### config.mk
export PLATFORM = sky130hd
export DESIGN_NAME = col_demux
export DESIGN_NICKNAME = d
export VERILOG_FILES = /design/src/rtl/cdmux_pkg.sv /design/src/rtl/cdmux_ctrl.sv /design/src/rtl/cdmux_bank.sv /design/src/rtl/col_demux.sv
export SDC_FILE = /design/constraint.sdc
export NUM_CORES = 2
export LEC_CHECK = 0
export ABC_CLOCK_PERIOD_IN_PS = 45000
export BUFFER_PORTS_ARGS = -buffer_cell sky130_fd_sc_hd__buf_2
export CAP_MARGIN = 40
export CORE_AREA = 2 2 740 742
export DETAILED_ROUTE_END_ITERATION = 10
export DIE_AREA = 0 0 742 744
export PLACE_DENSITY = 0.52
export SLEW_MARGIN = 0
export SYNTH_ARGS = -nofsm -noshare
export SYNTH_HDL_FRONTEND = slang
export SYNTH_SLANG_ARGS = --single-unit
### constraint.sdc
create_clock -name clk -period 45 [get_ports clk]
set_input_delay 2.25 -clock clk [delete_from_list [all_inputs] [get_ports clk]]
set_output_delay 2.25 -clock clk [all_outputs]
set_load 0.1 [all_outputs]
### src/rtl/cdmux_pkg.sv
package cdmux_pkg;
  localparam int LANES      = 9;
  localparam int CODE_W     = 6;
  localparam int COLOURS    = 3;
  localparam int NARROW_COL = 300;
  localparam int WIDE_COL   = 309;
  localparam int PIX_W      = 2 * LANES;
  localparam int PIX_WIDE   = WIDE_COL / COLOURS;
  localparam int PIX_NARROW = NARROW_COL / COLOURS;
  localparam int IDX_W      = $clog2(PIX_WIDE + 1);

  typedef struct packed {
    logic             wrEn;
    logic [IDX_W-1:0] pixIdx;
    logic [PIX_W-1:0] pix;
    logic             load;
  } ctlStrobe_t;
endpackage

### src/rtl/cdmux_ctrl.sv
module cdmux_ctrl
  import cdmux_pkg::*;
(
  input  logic             clk,
  input  logic             rstN,
  input  logic             wideMode,
  input  logic             lineStart,
  input  logic             cascIn,
  input  logic             beatValid,
  input  logic [LANES-1:0] beatData,
  input  logic             loadPulse,
  output logic             cascOut,
  output ctlStrobe_t       strb
);
  logic             phase;
  logic [LANES-1:0] hiHalf;
  logic [IDX_W-1:0] ptr;
  logic             full;
  logic             wrEnQ;
  logic [IDX_W-1:0] idxQ;
  logic [PIX_W-1:0] pixQ;
  logic [IDX_W-1:0] limit;
  logic             accept;

  assign limit  = wideMode ? IDX_W'(PIX_WIDE) : IDX_W'(PIX_NARROW);
  assign accept = beatValid && cascIn && !full;

  always_ff @(posedge clk) begin
    if (!rstN) begin
      phase  <= 1'b0;
      hiHalf <= '0;
      ptr    <= '0;
      full   <= 1'b0;
      wrEnQ  <= 1'b0;
      idxQ   <= '0;
      pixQ   <= '0;
    end else if (lineStart) begin
      phase <= 1'b0;
      ptr   <= '0;
      full  <= 1'b0;
      wrEnQ <= 1'b0;
    end else begin
      wrEnQ <= 1'b0;
      if (accept) begin
        if (!phase) begin
          hiHalf <= beatData;
          phase  <= 1'b1;
        end else begin
          phase <= 1'b0;
          pixQ  <= {hiHalf, beatData};
          idxQ  <= ptr;
          wrEnQ <= 1'b1;
          ptr   <= ptr + 1'b1;
          if (ptr + 1'b1 == limit) full <= 1'b1;
        end
      end
    end
  end

  assign cascOut = full;

  always_comb begin
    strb.wrEn   = wrEnQ;
    strb.pixIdx = idxQ;
    strb.pix    = pixQ;
    strb.load   = loadPulse;
  end

  // the pixel pointer never passes the bank size
  p_ptr_bound_r4: assert property (@(posedge clk) disable iff (!rstN)
    ptr <= limit);
  // a full bank produces no further writes until a line start
  p_full_blocks_r5: assert property (@(posedge clk) disable iff (!rstN)
    (full && !lineStart) |=> !wrEnQ);
  // every write comes from a beat taken while enabled
  p_gate_cascin_r6: assert property (@(posedge clk) disable iff (!rstN)
    wrEnQ |-> $past(cascIn));
  // line start clears the handoff and the pointer
  p_linestart_r8: assert property (@(posedge clk) disable iff (!rstN)
    lineStart |=> (!cascOut && ptr == '0 && !phase));
endmodule

### src/rtl/cdmux_bank.sv
module cdmux_bank
  import cdmux_pkg::*;
(
  input  logic                         clk,
  input  logic                         rstN,
  input  logic                         wideMode,
  input  ctlStrobe_t                   strb,
  output logic [WIDE_COL*CODE_W-1:0]   colCodes
);
  for (genvar p = 0; p < PIX_WIDE; p++) begin : g_pix
    logic [CODE_W-1:0] regC [COLOURS];
    logic [CODE_W-1:0] latC [COLOURS];
    logic              hit;
    assign hit = strb.wrEn && (strb.pixIdx == IDX_W'(p));

    always_ff @(posedge clk) begin
      if (!rstN) begin
        for (int c = 0; c < COLOURS; c++) begin
          regC[c] <= '0;
          latC[c] <= '0;
        end
      end else begin
        for (int c = 0; c < COLOURS; c++) begin
          if (hit) regC[c] <= strb.pix[PIX_W-1-c*CODE_W -: CODE_W];
          if (strb.load) latC[c] <= regC[c];
        end
      end
    end

    for (genvar c = 0; c < COLOURS; c++) begin : g_col
      assign colCodes[(p*COLOURS+c)*CODE_W +: CODE_W] = latC[c];
    end
  end

  // outside a load the latched codes do not move
  p_latch_hold_r7: assert property (@(posedge clk) disable iff (!rstN)
    !strb.load |=> $stable(colCodes));
  // the narrow bank never writes past pixel 99
  p_narrow_range_r4: assert property (@(posedge clk) disable iff (!rstN)
    (strb.wrEn && !wideMode) |-> (strb.pixIdx < IDX_W'(PIX_NARROW)));
endmodule

### src/rtl/col_demux.sv
module col_demux
  import cdmux_pkg::*;
#(
  parameter int LANES_P = LANES,
  parameter int COLS_P  = WIDE_COL,
  parameter int CODE_P  = CODE_W
) (
  input  logic                      clk,
  input  logic                      rstN,
  input  logic                      wideMode,
  input  logic                      lineStart,
  input  logic                      cascIn,
  input  logic                      beatValid,
  input  logic [LANES_P-1:0]        beatData,
  input  logic                      loadPulse,
  output logic                      cascOut,
  output logic [COLS_P*CODE_P-1:0]  colCodes
);
  ctlStrobe_t strb;

  cdmux_ctrl i_ctrl (
    .clk(clk), .rstN(rstN), .wideMode(wideMode), .lineStart(lineStart),
    .cascIn(cascIn), .beatValid(beatValid), .beatData(beatData),
    .loadPulse(loadPulse), .cascOut(cascOut), .strb(strb)
  );

  cdmux_bank i_bank (
    .clk(clk), .rstN(rstN), .wideMode(wideMode), .strb(strb),
    .colCodes(colCodes)
  );
endmodule

==> run summary <==
Result of the run = completed
Post-route DRC violation count = 0
Vias post-DR = 81800
Number of clock buffers inserted by TritonCTS = 403
Most used cell along the critical path = sky130_fd_sc_hd__buf_4
Core area = 0.544 mm^2
Total negative slack for setup checks = 0 ps
Average cell area after synthesis = 15.8 um^2
Post-synthesis instance total = 8764
Maximum number of pins on one net before global-route repair = 220
Slowest stage cell on the critical path = sky130_fd_sc_hd__buf_4
Main combinational cell family by area after synthesis = simple AND/OR/NAND/NOR gates
Most area-consuming cells after synthesis = sky130_fd_sc_hd__edfxtp_1, sky130_fd_sc_hd__and3_1, sky130_fd_sc_hd__and2_1
Drt total wl = 552000 um
Classification of the worst setup path = input pin to flip-flop
Worst setup margin = 38800 ps
Half-perimeter wire length of the detailed placement result = 376000 um
Leakage power figure = 0.0701 uW
Actual slew at the worst max-slew pin = 1230 ps
Fmax = 0.161 GHz
Endpoint class of the critical path = flip-flop
Top-count cell post-synth = sky130_fd_sc_hd__edfxtp_1
Wire length of the first global-routing pass = 720000 um
Sequential cell area = 0.112 mm^2
Max Buffers Root-to-Sink = 4
Pre-CTS WS = 37780 ps
Clk Tree Root Cell = sky130_fd_sc_hd__clkbuf_16
Distinct cell type count of the synthesized netlist = 43
Worst min-delay path class = flip-flop to flip-flop
Global-route usage over all layers = 19.2%
Antenna Nets Post-Route = 0
# hold bufs at CTS = 0
Hold Fails Final Rpt = 0
Highest ir drop seen on vdd = 0.0394 mV
Part of the Yosys area used for sequential elements = 81.0%
Clk Latency, worst-skew pair = 1040 ps
Overall overflow remaining after global route = 0
Via density per instance = 4.50
Unrepaired setup endpoints after global routing = no
Number of antenna violations at the first check in global routing = 94
Area fraction in and, or, nand and nor cells after synthesis = 16.6%
MaxCap Viol Count = 0
Worst path bufs/invs = 8
PortBufs = 1870
Via count of the first global-routing pass = 79200
Count of flip-flops with a built-in enable after synthesis = 3708
Most frequent cells after synthesis = sky130_fd_sc_hd__edfxtp_1, sky130_fd_sc_hd__and3_1, sky130_fd_sc_hd__nor2_1
Part of the cycle the worst path needs = 13.8%
Async S/R FF share, synth = 0%
Weighted congestion reported at the end of routability-driven placement = 0.808
Yosys warning count = 0
Adder-Cell Fraction of Synth Area = 0.00903%
Number of fillers in the final layout = 53500
Primary FF master, synth = sky130_fd_sc_hd__edfxtp_1
Critical Path, Cell by Cell = buf_12 -> buf_12 -> buf_4 -> buf_16 -> buf_4 -> buf_4 -> buf_4 -> buf_4 -> nand2_1
Clock transition at the register clock pins on the worst setup and hold paths after CTS = 60 ps
Min Tclk post-route = 6200 ps
Initial core utilization = 25.5%
Growth of design area from synthesis to finish = 23.7%
Layout cells sized above 1 = 25.9%
Post-synthesis instance area = 0.139 mm^2
Max-slew headroom at the worst pin = 18.0%
Startpoint kind of the worst setup timing path = input pin
Total count of max-transition violations in the final report = 0
CTS Sinks = 3752
Post-DR wirelength/cell = 30.3 um
Number of H-tree levels = 5
Die Height = 744 um
Worst path arrival time = 6730 ps
DRC violation total after the first TritonRoute iteration = 8533
CP Data Required Time = 45530 ps
Area of the multi-input gates = 0.0238 mm^2
Clk_skew = 109 ps
Row count = 271
Pwr/cell area = 50.2 mW/mm^2
Worst path max stage delay = 680 ps
Xor-xnor portion of the synthesized cell area = 0.0569%
Net count of the mapped netlist = 8781
CTS tree = yes
Kind of cell adding the most delay to the critical path = buffers and inverters
Cell taking the most area after synthesis = sky130_fd_sc_hd__edfxtp_1
Post-CTS setup buffers = 0
Die X = 742 um
Worst hold-check slack = 453 ps
CP max FO = 105
Resize count post-CTS = 0
Compound-cell area share of the yosys netlist = 0.218%
Die outline area = 0.552 mm^2
I/O pin total = 1871
Final setup violating endpoints = 0
Top-area cell type share of the netlist area = 80.3%
DRT Pass-1 Iters = 5
Proportion of synthesized area in mux cells = 0.0650%
Net total in the final layout = 10600
Number of synthesized register bits = 3752
power by group:
part           total, uW  switching (uW)  internal, uW
logic               1190            1060           127
clock network       3260            1440          1820
registers           4160             103          4050
total               8600            2600          6000
path summary, 6_finish.rpt:
kind	start	slack, ps	cells past startpoint	endpoint
hold reg to reg	i_ctrl.hiHalf[2]	450	2	i_ctrl.pixQ[11]
setup reg to reg	i_ctrl.idxQ[1]	40670	6	i_bank.g_pix[38].regC[0][12]
hold / removal	i_ctrl.hiHalf[2]	450	2	i_ctrl.pixQ[11]
setup / recovery	rstN	38800	9	i_bank.g_pix[53].regC[0][16]
layout by cell type (no fill, tap or decap), types with 25 or more instances in the layout:
master / count
sky130_fd_sc_hd__edfxtp_1: 3708
sky130_fd_sc_hd__and3_1: 1891
sky130_fd_sc_hd__buf_2: 1868
sky130_fd_sc_hd__nor2_1: 1003
sky130_fd_sc_hd__and2_1: 913
sky130_fd_sc_hd__clkbuf_16: 409
sky130_fd_sc_hd__nand2_1: 250
sky130_fd_sc_hd__buf_4: 190
sky130_fd_sc_hd__clkinv_1: 98
sky130_fd_sc_hd__clkbuf_1: 90
sky130_fd_sc_hd__diode_2: 58
sky130_fd_sc_hd__clkinv_2: 55
sky130_fd_sc_hd__buf_16: 46
sky130_fd_sc_hd__buf_12: 39
sky130_fd_sc_hd__buf_8: 38
sky130_fd_sc_hd__bufinv_16: 26
sky130_fd_sc_hd__dfxtp_1: 26
sky130_fd_sc_hd__a21boi_0: 25
stage by stage:
stage	std cells	area [um^2]	total power (uW)	util (%)
2_1_floorplan	8764	139000	5230	-
3_3_place_gp	17300	156000	5410	28.7
3_5_place_dp	17400	159000	5420	29.2
4_1_cts	18100	171000	8680	31.5
5_1_grt	18200	171000	8840	31.5
6_report	18200	171000	8600	31.5
logic make-up (layout without fill, tap and decap cells):
family	Yosys count	in the layout
buf+inv	774	2918
xor+xnor	9	9
other cells	0	58
mux	9	9
flops	3752	3752
simple gates	4174	4174
fa+ha+maj	1	1
compound gates	45	45
worst reg2reg max path, stage by stage, from the launching register on:
cell and delay (ps):
sky130_fd_sc_hd__dfxtp_1 850, sky130_fd_sc_hd__nor2b_1 550, sky130_fd_sc_hd__and2_2 520, sky130_fd_sc_hd__buf_4 360, sky130_fd_sc_hd__nand2_1 460, sky130_fd_sc_hd__nand2_1 780
sky130_fd_sc_hd__buf_4 430
final cells by class:
type | count | share of cell area, %
diodes | 58 | 0.0847
clock buffers | 499 | 6.17
clock inverters | 227 | 1.22
inverters | 1 | 0.00219
multi-input cells | 4238 | 13.9
flip-flops and latches | 3752 | 65.5
well taps | 7234 | 5.28
repair buffers | 2191 | 7.88
routing by layer:
metal	track usage [%]	up-vias	routed length, um
li1	-	35600	-
met4	6.86	12	21800
met5	0	-	73
met2	30.6	3593	254000
met3	5.91	682	51300
met1	24.5	42000	224000
sequential cells by signal (all words and copies together) (netlist names):
register	count
i_ctrl.pixQ	18
i_ctrl.hiHalf	9
i_ctrl.wrEnQ	1
i_ctrl.phase	1
i_ctrl.ptr	7
i_ctrl.cascOut	1
i_bank.g_pix.regC	1854
i_bank.g_pix.latC	1854
i_ctrl.idxQ	7
Power figures use the tool's default switching activity.
